File: src/rtl/simd_sat_add_pkg.sv
package simd_sat_add_pkg;

  typedef enum logic [1:0] {
    FIX_WRAP = 2'd0,
    FIX_SAT  = 2'd1,
    FIX_CST  = 2'd2
  } fix_mode_t;

  // saturation wins over carry capture
  function automatic fix_mode_t pick_mode(input logic sat, input logic cst);
    if (sat)      return FIX_SAT;
    else if (cst) return FIX_CST;
    else          return FIX_WRAP;
  endfunction

endpackage

File: src/rtl/simd_seg_add.sv
module simd_seg_add #(
  parameter int SEG_W = 8
) (
  input  logic [SEG_W-1:0] a,
  input  logic [SEG_W-1:0] b,
  input  logic             cin,
  output logic [SEG_W-1:0] sum,
  output logic             cout
);
  localparam int TOP = SEG_W - 1;

  always_comb begin
    sum  = a + b + {{(SEG_W-1){1'b0}}, cin};
    // carry out of the top bit, rebuilt from operands and sum
    cout = (a[TOP] & b[TOP]) | ((a[TOP] ^ b[TOP]) & ~sum[TOP]);
  end
endmodule

File: src/rtl/simd_lane_join.sv
module simd_lane_join #(
  parameter int NSEG = 8
) (
  input  logic            lane_wide,
  input  logic [NSEG-1:0] seg_cout,
  output logic [NSEG-1:0] seg_cin,
  output logic [NSEG-1:0] lane_carry
);
  for (genvar i = 0; i < NSEG; i++) begin : g_join
    if (i % 2 == 1) begin : g_hi
      assign seg_cin[i]    = lane_wide & seg_cout[i-1];
      assign lane_carry[i] = seg_cout[i];
    end else begin : g_lo
      assign seg_cin[i]    = 1'b0;
      assign lane_carry[i] = lane_wide ? seg_cout[i+1] : seg_cout[i];
    end
  end
endmodule

File: src/rtl/simd_seg_fix.sv
module simd_seg_fix
  import simd_sat_add_pkg::*;
#(
  parameter int SEG_W  = 8,
  parameter bit SEG_HI = 1'b0
) (
  input  fix_mode_t        mode,
  input  logic             lane_wide,
  input  logic [SEG_W-1:0] raw_sum,
  input  logic             lane_carry,
  output logic [SEG_W-1:0] fixed_sum,
  output logic [SEG_W-1:0] carry_seg
);
  logic own_bit;

  // in 16-bit lanes only the low segment carries the flag bit
  assign own_bit = SEG_HI ? ~lane_wide : 1'b1;

  always_comb begin
    fixed_sum = raw_sum;
    carry_seg = '0;
    unique case (mode)
      FIX_SAT: fixed_sum = raw_sum | {SEG_W{lane_carry}};
      FIX_CST: carry_seg[0] = lane_carry & own_bit;
      default: ;
    endcase
  end
endmodule

File: src/rtl/simd_sat_add.sv
module simd_sat_add
  import simd_sat_add_pkg::*;
#(
  parameter int DATA_W = 64,
  parameter int SEG_W  = 8
) (
  input  logic              clk,
  input  logic              rst,
  input  logic              in_valid,
  input  logic [DATA_W-1:0] op_a,
  input  logic [DATA_W-1:0] op_b,
  input  logic              lane_wide,
  input  logic              sat_en,
  input  logic              cst_en,
  output logic              out_valid,
  output logic [DATA_W-1:0] sum_out,
  output logic [DATA_W-1:0] carry_out
);
  localparam int NSEG = DATA_W / SEG_W;

  fix_mode_t         mode;
  logic [NSEG-1:0]   seg_cout, seg_cin, lane_carry;
  logic [DATA_W-1:0] raw_sum, fixed_sum, carry_word;

  assign mode = pick_mode(sat_en, cst_en);

  simd_lane_join #(.NSEG(NSEG)) u_join (
    .lane_wide  (lane_wide),
    .seg_cout   (seg_cout),
    .seg_cin    (seg_cin),
    .lane_carry (lane_carry)
  );

  for (genvar i = 0; i < NSEG; i++) begin : g_seg
    simd_seg_add #(.SEG_W(SEG_W)) u_add (
      .a    (op_a[i*SEG_W +: SEG_W]),
      .b    (op_b[i*SEG_W +: SEG_W]),
      .cin  (seg_cin[i]),
      .sum  (raw_sum[i*SEG_W +: SEG_W]),
      .cout (seg_cout[i])
    );
    simd_seg_fix #(.SEG_W(SEG_W), .SEG_HI(i % 2 == 1)) u_fix (
      .mode       (mode),
      .lane_wide  (lane_wide),
      .raw_sum    (raw_sum[i*SEG_W +: SEG_W]),
      .lane_carry (lane_carry[i]),
      .fixed_sum  (fixed_sum[i*SEG_W +: SEG_W]),
      .carry_seg  (carry_word[i*SEG_W +: SEG_W])
    );
  end

  always_ff @(posedge clk) begin
    if (rst) begin
      out_valid <= 1'b0;
      sum_out   <= '0;
      carry_out <= '0;
    end else begin
      out_valid <= in_valid;
      if (in_valid) begin
        sum_out   <= fixed_sum;
        carry_out <= carry_word;
      end
    end
  end
endmodule

File: config.mk
export PLATFORM = sky130hd
export DESIGN_NAME = simd_sat_add
export DESIGN_NICKNAME = d
export VERILOG_FILES = /design/src/rtl/simd_sat_add_pkg.sv /design/src/rtl/simd_seg_add.sv /design/src/rtl/simd_lane_join.sv /design/src/rtl/simd_seg_fix.sv /design/src/rtl/simd_sat_add.sv
export SDC_FILE = /design/constraint.sdc
export NUM_CORES = 1
export LEC_CHECK = 0
export BUFFER_PORTS_ARGS = -buffer_cell sky130_fd_sc_hd__buf_2
export CAP_MARGIN = 20
export CELL_PAD_IN_SITES_DETAIL_PLACEMENT = 1
export CELL_PAD_IN_SITES_GLOBAL_PLACEMENT = 2
export CORE_UTILIZATION = 28
export DETAILED_ROUTE_END_ITERATION = 10
export PLACE_DENSITY = 0.84
export SETUP_SLACK_MARGIN = 0.5
export SYNTH_ARGS = -nofsm -noshare
export SYNTH_HDL_FRONTEND = slang
export SYNTH_SLANG_ARGS = --single-unit
File: constraint.sdc
create_clock -name clk -period 7.3 [get_ports clk]
set_input_delay 0.73 -clock clk [delete_from_list [all_inputs] [get_ports clk]]
set_output_delay 0.73 -clock clk [all_outputs]
set_load 0.02 [all_outputs]
==> results.md <==
- VDD IR-drop max: 0.0961 mV
- Length of routed wiring on met1: 7570 um
- Crit end category: register
- Static Leak: 3.37 nW
- RSZ-0062 raised after global routing: false
- Number of synthesized flops with an enable pin: 0
- DR vias/cell: 4.68
- Pwr Density: 198 nW/um^2
- # DRC: 0
- Final hold violations: 0
- Fmax: 0.226 GHz
- Cell accounting for the most synthesized area: dfxtp_1
- Slew margin rel.: 39.5%
- Max Slew Vio Count: 0
- Sequential cell area: 1460 um^2
- Clock sink count: 73
- Adder-Cell Fraction of Synth Area: 19.2%
- Hold Buf Count CTS: 0
- Initial DRC count: 129
- GPL Wtd Cong: 0.798
- CTS tree: built
- Vias in the first global route: 5047
- Clock transition at path regs: 0.06 ns
- DP Cell Count: 1082
- Mux contribution to synthesized area: 0%
- Die area: 20100 um^2
- Pin count of the biggest net entering global routing: 74
- Dpl hpwl: 12800 um
- Fraction of layout cells with a size suffix above 1: 27.8%
- Skew final: 0 ns
- Area growth, synth to finish: 24.8%
- H-tree depth: 3
- Non-filler instance count after layout: 1098
- Tightest Hold Check Type: reg -> reg
- Commonest cells after routing, fill and taps aside: 206 x buf_2, 107 x nor2_1, 73 x dfxtp_1
- Gr ovfl total: 0
- DR pass1 iterations: 4
- Antenna viol nets, final: 0
- Root buffer cell: clkbuf_16
- FP Rows: 50
- Net count, final: 1039
- Post-Syn Area: 5460 um^2
- Max Root-Sink Buffers: 2
- Port Buf Inserts: 206
- Initial antenna violation count: 0
- Ant diodes: 0
- Die W: 142 um
- Total wire length: 16300 um
- Yosys warnings: 0
- Most common cell after layout, fill and taps aside: buf_2
- Top cells by area, synth: dfxtp_1 27%, ha_1 12%, buf_4 7.7%
- Top FF cell, synth: dfxtp_1
- GRT Util Overall: 16.3%
- Main combinational cell family by area after synthesis: compound AO/OA/AOI/OAI gates
- Worst Tran Pin Value: 0.907 ns
- Critical path class: in -> reg
- Seq/Total Area, Yosys: 26.8%
- Post-CTS Setup Inserts: 0
- TNS Setup: 0 ns
- Clock latency on the worst-skew pair: 0.34 ns
- Req. time, crit path: 7.59 ns
- Top sig layer: met4
- Gates resized, CTS repair: 0
- Gate Count Post-Synth: 638
- Post-synthesis compound-gate area fraction: 23.5%
- Core Footprint: 18900 um^2
- CP Launch Type: input pin
- Synth Register Bits: 73
- First-pass GRT wire length: 25700 um
- Asr flop ratio synth: 0%
- Die Span Y: 142 um
- Final Setup Violations: 0
- Run status: finished clean
- Average wire per standard cell: 14.8 um
- Fill cell count: 2362
- CTS Buf Count: 9
- Post-synth top area share: 26.8%
- Routed length on met2: 7500 um
- Vias: 5135
- Total of max-cap violations: 0
- WL met3: 1000 um
- Simple-Gate Fraction of Synth Area: 14.1%
- Initial Util: 28.9%
- Unique masters post-synth: 43
- Critical path peak fanout: 13
- Syn avg cell area: 8.56 um^2
- Setup slack, reg-to-reg: 6.36 ns
- Final worst path period share: 60.6%
- Multi-input gate area: 3560 um^2
- Ports: 263
- Synth Area in XOR/XNOR: 4.49%
- Worst EP arrival: 4.71 ns
- Post-layout min period: 4.42 ns
==> cell families after synthesis <==
| family | Yosys count |
|---|---|
| AOI/OAI and AO/OA | 181 |
| other | 1 |
| adders and majority gates | 72 |
| xor gates and xnor gates | 28 |
| and+or+nand+nor | 174 |
| DFF | 73 |
| buffers and inverters | 109 |
==> path summary, 6_finish.rpt <==
check                                 start          end  cells after the start
worst max-delay path               op_a[34]  sum_out[45]                     19
worst min-delay path            sum_out[48]  sum_out[48]                      2
worst max register to register  sum_out[45]  sum_out[45]                      3
worst min register to register  sum_out[48]  sum_out[48]                      2
==> layout make-up <==
| cell class | count | share of cell area (%) |
|---|---|---|
| clock inverter | 2 | 0.514 |
| clock buffer | 14 | 4.02 |
| tap | 260 | 4.77 |
| inverter | 30 | 1.69 |
| sequential | 73 | 21.4 |
| timing repair buffer | 208 | 15.3 |
| multi-input combinational | 511 | 52.2 |
==> per-stage QoR <==
stage	power (W)	hold WS, ns	setup slack [ns]	utilization [%]	cell area [um^2]
after floorplan	0.000782	0.546	3.10	-	5670
after global placement	0.000896	0.463	2.47	34.5	6510
after detailed placement	0.000899	0.467	2.47	34.5	6510
after CTS	0.00137	0.479	2.83	36.1	6820
after global routing	0.00143	0.494	2.60	36.1	6820
final	0.00135	0.476	2.88	36.1	6820
==> routing by layer <==
layer  track usage [%]  vias to the layer above
li1                  -                     2551
met1              20.9                     2397
met2              27.1                      174
met3              3.51                       13
met4              5.55                        0
met5                 0                        -
==> power by group <==
group          internal [W]  leakage [nW]  switching (W)
registers          0.000436         0.607      0.0000188
clock network      0.000293         0.153       0.000174
logic              0.000168          2.61       0.000263
total              0.000897          3.37       0.000456
==> Yosys cell counts (2+ instances only) <==
| cell type | n |
|---|---|
| inv_1 | 28 |
| o21a_4 | 3 |
| o31a_1 | 4 |
| and2_0 | 2 |
| a311oi_1 | 4 |
| a22oi_1 | 4 |
| and2_1 | 2 |
| a211oi_1 | 51 |
| a211o_1 | 4 |
| buf_2 | 13 |
| fa_1 | 20 |
| o21a_1 | 5 |
| and3_1 | 8 |
| nor3_1 | 27 |
| clkbuf_1 | 8 |
| a2111oi_2 | 3 |
| nor2_1 | 107 |
| a21oi_1 | 37 |
| xor2_1 | 24 |
| o21ai_0 | 24 |
| xnor2_1 | 4 |
| and3_4 | 3 |
| buf_4 | 56 |
| dfxtp_1 | 73 |
| ha_1 | 52 |
| nor2b_1 | 4 |
| or3_1 | 4 |
| o2111ai_1 | 7 |
| o21bai_1 | 9 |
| nand2_1 | 12 |
| a22o_1 | 4 |
| nand3_1 | 3 |
| a21o_1 | 19 |
==> flip-flops by register name (all words and copies together) (netlist names) <==
name       flops
sum_out       64
carry_out      8
out_valid      1
==> worst max-delay path, cell delays in order <==
cell       delay [ns]
buf_2            0.10
ha_1             0.36
o21ai_0          0.12
o21bai_1         0.15
a21oi_1          0.12
o21ai_0          0.22
fa_1             0.23
nand2_1          0.08
fa_1             0.42
inv_1            0.07
a21o_1           0.12
a22o_1           0.16
o21ai_0          0.09
a211o_1          0.28
fa_1             0.45
o21a_4           0.30
and3_4           0.20
a2111oi_2        0.31
and3_1           0.18
Note: power is estimated with default switching activity, not from simulation.
